### config.mk
export PLATFORM = sky130hd
export DESIGN_NAME = bus_clock_stretcher
export DESIGN_NICKNAME = d
export VERILOG_FILES = /design/src/rtl/bus_clock_stretcher.sv
export SDC_FILE = /design/constraint.sdc
export NUM_CORES = 1
export LEC_CHECK = 0
export ABC_AREA = 0
export BUFFER_PORTS_ARGS = -buffer_cell sky130_fd_sc_hd__buf_2
export CAP_MARGIN = 20
export CORE_MARGIN = 1
export CORE_UTILIZATION = 38
export CTS_CLUSTER_SIZE = 28
export DETAILED_ROUTE_END_ITERATION = 6
export HOLD_SLACK_MARGIN = 0.06
export PLACE_DENSITY = 0.74
export SLEW_MARGIN = 20
export SYNTH_ARGS = -nofsm -noshare
export SYNTH_HDL_FRONTEND = slang
export SYNTH_SLANG_ARGS = --single-unit
### constraint.sdc
create_clock -name clk_osc -period 1.8 [get_ports clk_osc]
set_input_delay 0.18 -clock clk_osc [delete_from_list [all_inputs] [get_ports clk_osc]]
set_output_delay 0.18 -clock clk_osc [all_outputs]
set_load 0.005 [all_outputs]
### src/rtl/bus_clock_stretcher.sv
module bus_clock_stretcher #(
  parameter int ADDR_W   = 16,
  parameter int BANK_W   = 8,
  parameter int WAIT_OSC = 2,
  parameter logic [ADDR_W-1:0] ROM_BASE = 16'hFF00,
  parameter logic [ADDR_W-1:0] IO_BASE  = 16'hF000,
  parameter logic [BANK_W-1:0] LOW_BANK = 8'h00
) (
  input  logic              clk_osc,
  input  logic              rst_n,
  input  logic [ADDR_W-1:0] cpu_addr,
  input  logic [BANK_W-1:0] cpu_data,
  input  logic              cpu_rwb,
  output logic              phi2,
  output logic [BANK_W-1:0] bank_out,
  output logic              ram_cs_n,
  output logic              rom_cs_n,
  output logic              io_cs_n,
  output logic              wait_active
);

  localparam int CW = (WAIT_OSC < 2) ? 1 : $clog2(WAIT_OSC + 1);

  typedef enum logic [1:0] {REG_RAM, REG_IO, REG_ROM} region_t;

  logic              phi2_q;
  logic              wait_q;
  logic [CW-1:0]     left_q;
  logic [BANK_W-1:0] bank_q;
  logic [BANK_W-1:0] bank_eff;
  region_t           region;
  logic              stretch;

  assign bank_eff = phi2_q ? bank_q : cpu_data;

  always_comb begin
    region = REG_RAM;
    if (bank_eff == LOW_BANK) begin
      if (cpu_addr >= ROM_BASE)     region = REG_ROM;
      else if (cpu_addr >= IO_BASE) region = REG_IO;
    end
  end

  assign stretch = (region != REG_RAM);

  always_ff @(posedge clk_osc) begin
    if (!rst_n) begin
      if (phi2_q) phi2_q <= 1'b0;
      else        phi2_q <= 1'b1;
      wait_q <= 1'b0;
      left_q <= '0;
      bank_q <= '0;
    end else if (!phi2_q) begin
      phi2_q <= 1'b1;
      bank_q <= cpu_data;
      wait_q <= stretch;
      left_q <= stretch ? CW'(WAIT_OSC) : '0;
    end else if (left_q != '0) begin
      left_q <= left_q - 1'b1;
    end else begin
      phi2_q <= 1'b0;
      wait_q <= 1'b0;
    end
  end

  assign phi2        = phi2_q;
  assign wait_active = wait_q;
  assign bank_out    = rst_n ? bank_eff : '0;
  assign ram_cs_n    = !(rst_n && region == REG_RAM);
  assign io_cs_n     = !(rst_n && region == REG_IO);
  assign rom_cs_n    = !(rst_n && region == REG_ROM && cpu_rwb);

  logic [CW:0] hi_run;
  always_ff @(posedge clk_osc) begin
    if (!phi2_q) hi_run <= '0;
    else         hi_run <= hi_run + 1'b1;
  end

  a_r3_high_length: assert property (@(posedge clk_osc) disable iff (!rst_n)
    $fell(phi2_q) |-> ($past(hi_run) == '0 || $past(hi_run) == (CW+1)'(WAIT_OSC)));

  a_r7_wait_in_high: assert property (@(posedge clk_osc) disable iff (!rst_n)
    wait_q |-> phi2_q);

  a_r7_wait_ends_with_high: assert property (@(posedge clk_osc) disable iff (!rst_n)
    $fell(wait_q) |-> $fell(phi2_q));

  a_r4_bank_hold: assert property (@(posedge clk_osc) disable iff (!rst_n)
    (phi2_q && $past(phi2_q)) |-> $stable(bank_q));

  a_r5_one_select: assert property (@(posedge clk_osc) disable iff (!rst_n)
    $countones({~ram_cs_n, ~io_cs_n, ~rom_cs_n}) <= 1);

  a_r2_ram_no_wait: assert property (@(posedge clk_osc) disable iff (!rst_n)
    ($rose(phi2_q) && !ram_cs_n) |-> !wait_q);

endmodule

### Word-level counts from Yosys, hierarchy flattened

Cells that the tools add are included.

* bits in registers: 12
* input bits: 27
* word-level logic and storage cells: 36

* add/subtract/negate cells: 1
* order comparisons: 2
* equal/unequal tests: 4
* multiplexer cells: 14
* reduce and logical (&&, ||, !) cells: 11

Operators by type and width (number)
* 16-bit >= comparator, second input constant: 2
* 8-bit two-way mux: 2
* 2-bit two-way mux: 5
* 8-bit zero test: 1
* 1-bit two-way mux: 7
* 1-bit logical AND: 4
* 2-bit nonzero test: 2
* 1-bit zero test: 3
* 2-bit by 1-bit equality test with 1-bit output, second input constant: 1
* 2-bit equality test, second input constant: 1
* 2-bit zero test: 1
* 2-bit by 1-bit inequality test with 1-bit output, second input constant: 1
* 2-bit inequality test, second input constant: 1
* 2-bit by 1-bit subtractor with 2-bit output, second input constant: 1

### Longest topological paths before layout

* depth in word-level cells: 8
* depth in mapped cells: 5

### Worst setup path after synthesis

OpenSTA, ideal clock, no wires.

* path kind: reg-to-output
* start point: register phi2_q (netlist: phi2)
* end point: output port rom_cs_n
* arrival: 1372 ps
* required time: 1620 ps
* slack: 248 ps
* stages on the path, launching flop included: 5
* path buffers: 1
* cells stage by stage: dfxtp_1 buf_6 mux2i_1 o211ai_2 or4_1

* longest elaborated chain between the ends: 7

Ends and longest elaborated chain
* start: declaration: RTL line 26 `logic phi2_q;`
* start signal: assignment: RTL line 48 `if (phi2_q) phi2_q <= 1'b0;`
* start signal: assignment: RTL line 49 `else phi2_q <= 1'b1;`
* start signal: assignment: RTL line 54 `phi2_q <= 1'b1;`
* 8-bit two-way mux
* 8-bit zero test: RTL line 38 `if (bank_eff == LOW_BANK) begin`
* 2-bit two-way mux: RTL line 38
* 2-bit equality test: RTL line 71 `assign rom_cs_n = !(rst_n && region == REG_ROM && cpu_rwb);`
* 1-bit logical AND (2 in series): RTL line 71
* 1-bit zero test: RTL line 71
* end: declaration: RTL line 17 `output logic rom_cs_n,`

Every way passes these cells.

### Worst setup path in the final report

* start point: register bank_q[7]
* end point: output port rom_cs_n

* longest elaborated chain between the ends: 7

Ends and longest elaborated chain
* start: declaration: RTL line 29 `logic [BANK_W-1:0] bank_q;`
* start signal: assignment: RTL line 55 `bank_q <= cpu_data;`
* 8-bit two-way mux
* 8-bit zero test: RTL line 38
* 2-bit two-way mux: RTL line 38
* 2-bit equality test: RTL line 71
* 1-bit logical AND (2 in series): RTL line 71
* 1-bit zero test: RTL line 71

Every way passes these cells.

==> run summary <==
status: complete, but fails checks
failing checks: negative setup slack
ANT cells: 0
Least-Margin Pin Slew: 0.385 ns
initial core utilization: 41.9%
Synth Instances: 57
Layout Cell Area excl Fill: 837 um2
clock root buffer: clkbuf_4
power density cells: 607 nW/um2
crit end category: output port
final hold violation count: 0
Routed Wire Length: 1250 um
crit path launch: bank_q[7]
Slew headroom: 74.1%
WL/cell: 11.3 um
Yosys cell types: 23
gpl congestion: 0.723
Vias/cell: 5.00
Final Max Tran Viols: 0
post-synthesis mux area share: 16.1%
Tot Pwr: 0.508 mW
Reg2Reg Depth: 5
Mapped Area: 559 um2
first-pass GRT wire length: 1910 um
CTS tree: built
die height: 40.4 um
Hold/Removal Path Class: in2reg
CORE AREA: 1330 um2
Critical R2R Launch: phi2
synthesized flop and latch total: 12
top cell type's share of synthesized area: 43.0%
Final ANT Viol Nets: 0
via count: 555
Ports: 40
placed cell areas: 739 um2
Longest Clk Path Bufs: 2
DP Worst Slack: 0.0559 ns
post-synthesis compound-gate area fraction: 7.61%
hold path cells: 3
Max-Cap Viols: 0
Die Area: 1630 um2
Final WS setup: -0.0275 ns
Simple-Gate Fraction of Synth Area: 23.9%
most used flip-flop cell after synthesis: dfxtp_1
IO buf count: 31
post-synthesis sequential area ratio: 43.0%
clk_lat worst skew: 0.27 ns
# DRC: 0
Tot GR Track Use: 18.1%
unrepaired setup endpoints after global routing: true
number of synthesized flops with an enable pin: 0
chip width: 40.4 um
biggest area consumer among synthesized cells: dfxtp_1
Post-layout nets: 126
mean post-synth cell area: 9.81 um2
largest family of logic cells by synthesized area: simple AND/OR/NAND/NOR gates
maximum vdd drop: 0.491 mV
clk_skew: 0.00103 ns
fillcell total: 120
Synth Area in XOR/XNOR: 1.57%
cts bufs inserted: 3
# rows: 13
Syn Nets: 85
Max Freq: 547 MHz
synth top area cells: dfxtp_1 43%, mux2i_1 16%, nor2_1 6.7%
crit path DAT: 1.65 ns
H-tree level count: 1
Post-DP HPWL: 991 um
initial antenna violation count: 0
Worst Hold Launch: cpu_data[7]
hold buffer count at CTS: 0
Reg clk slew, reported paths: 0.07 ns
vias in the first global route: 517
DRT iter0 DRCs: 2
largest net degree at the start of global routing: 10
CP required: 1.62 ns
most common cell after layout, fill and taps aside: buf_2
Setup CP Type: reg2out
ys async rst share: 0%
Cells after DPL: 104
fin crit share: 102%
CP startpoint kind: register
Sink Count: 12
min cycle time layout: 1.83 ns
warnings from Yosys: 0
LEAKAGE: 0.358 nW
Synth Area in Adders: 2.24%
commonest cells after routing, fill and taps aside: 31 x buf_2, 10 x nor2_1, 10 x dfxtp_1
Finish-stage setup viols: 2
share of cells above drive strength 1: 51.0%
Area Overhead vs Synth: 49.7%
global route overflow: 0
Post-Layout Cell Count: 111
CP Max Fanout: 2
setup TNS: -0.0476 ns
DR pass1 iterations: 2
-- sequential cells by signal, summed over array words and instances, names as in the netlist --
signal and flops:
left_q 2, bank_q 8, wait_active 1, phi2 1
-- cells in the mapped netlist (2+ instances only) --
cell type   n
nor4_1      2
nand2_1     3
inv_1       3
dfxtp_1    12
nor2_1     10
o21ai_0     2
mux2i_1     9
-- cell families after synthesis --
family          Yosys count
simple gates             22
mux                       9
compound gates            6
buf+inv                   6
xor+xnor                  1
flops                    12
fa+ha+maj                 1
-- worst paths after layout --
check / end / slack (ns)
setup reg to reg: left_q[1] / 0.53
hold reg to reg: wait_active / 0.49
hold / removal: bank_q[7] / 0.20
setup / recovery: rom_cs_n / -0.03
-- area by class of cell --
cell class	count	area (um2)	area share (%)
Clock buffer	3	22.5	2.69
Inverter	4	15.0	1.79
Multi-Input combinational cell	39	328	39.2
Tap cell	15	18.8	2.24
Timing Repair Buffer	38	208	24.8
Sequential cell	12	245	29.3
-- per-stage QoR --
| stage | hold WS (ns) | util [%] |
|---|---|---|
| global route | 0.219 | 62.8 |
| finish | 0.198 | 62.8 |
| global placement | 0.465 | 55.4 |
| detailed placement | 0.480 | 55.4 |
| floorplan | 0.353 | - |
| CTS | 0.202 | 59.4 |
-- power by group --
group	leakage [nW]	total (mW)	internal, mW	switching [mW]
logic	0.243	0.0683	0.0386	0.0297
registers	0.101	0.279	0.272	0.00764
clock network	0.0138	0.160	0.0774	0.0828
total	0.358	0.508	0.388	0.120
-- metal layers --
layer / GRT usage [%] / share of wire [%] / routed length, um / up-vias
met4: 7.50 / 1.3 / 16 / 0
met3: 8.33 / 6.6 / 83 / 2
li1: - / - / - / 283
met2: 32.9 / 52 / 651 / 22
met5: 0 / 0 / 0 / -
met1: 17.3 / 40 / 499 / 248
-- what timing repair did --
item,4_1_cts,5_1_grt
gates resized for setup,5,5
pin swaps,4,3
setup endpoints to repair,3,3
endpoints found under the hold margin,0,0
buffers inserted,2,2
-- worst max-delay path: stages, from the launching register on --
cell and delay [ns]:
dfxtp_2 0.34, nor4_4 0.26, mux2i_1 0.13, or4_1 0.51, buf_2 0.14
(Power assumes the default switching activity.)
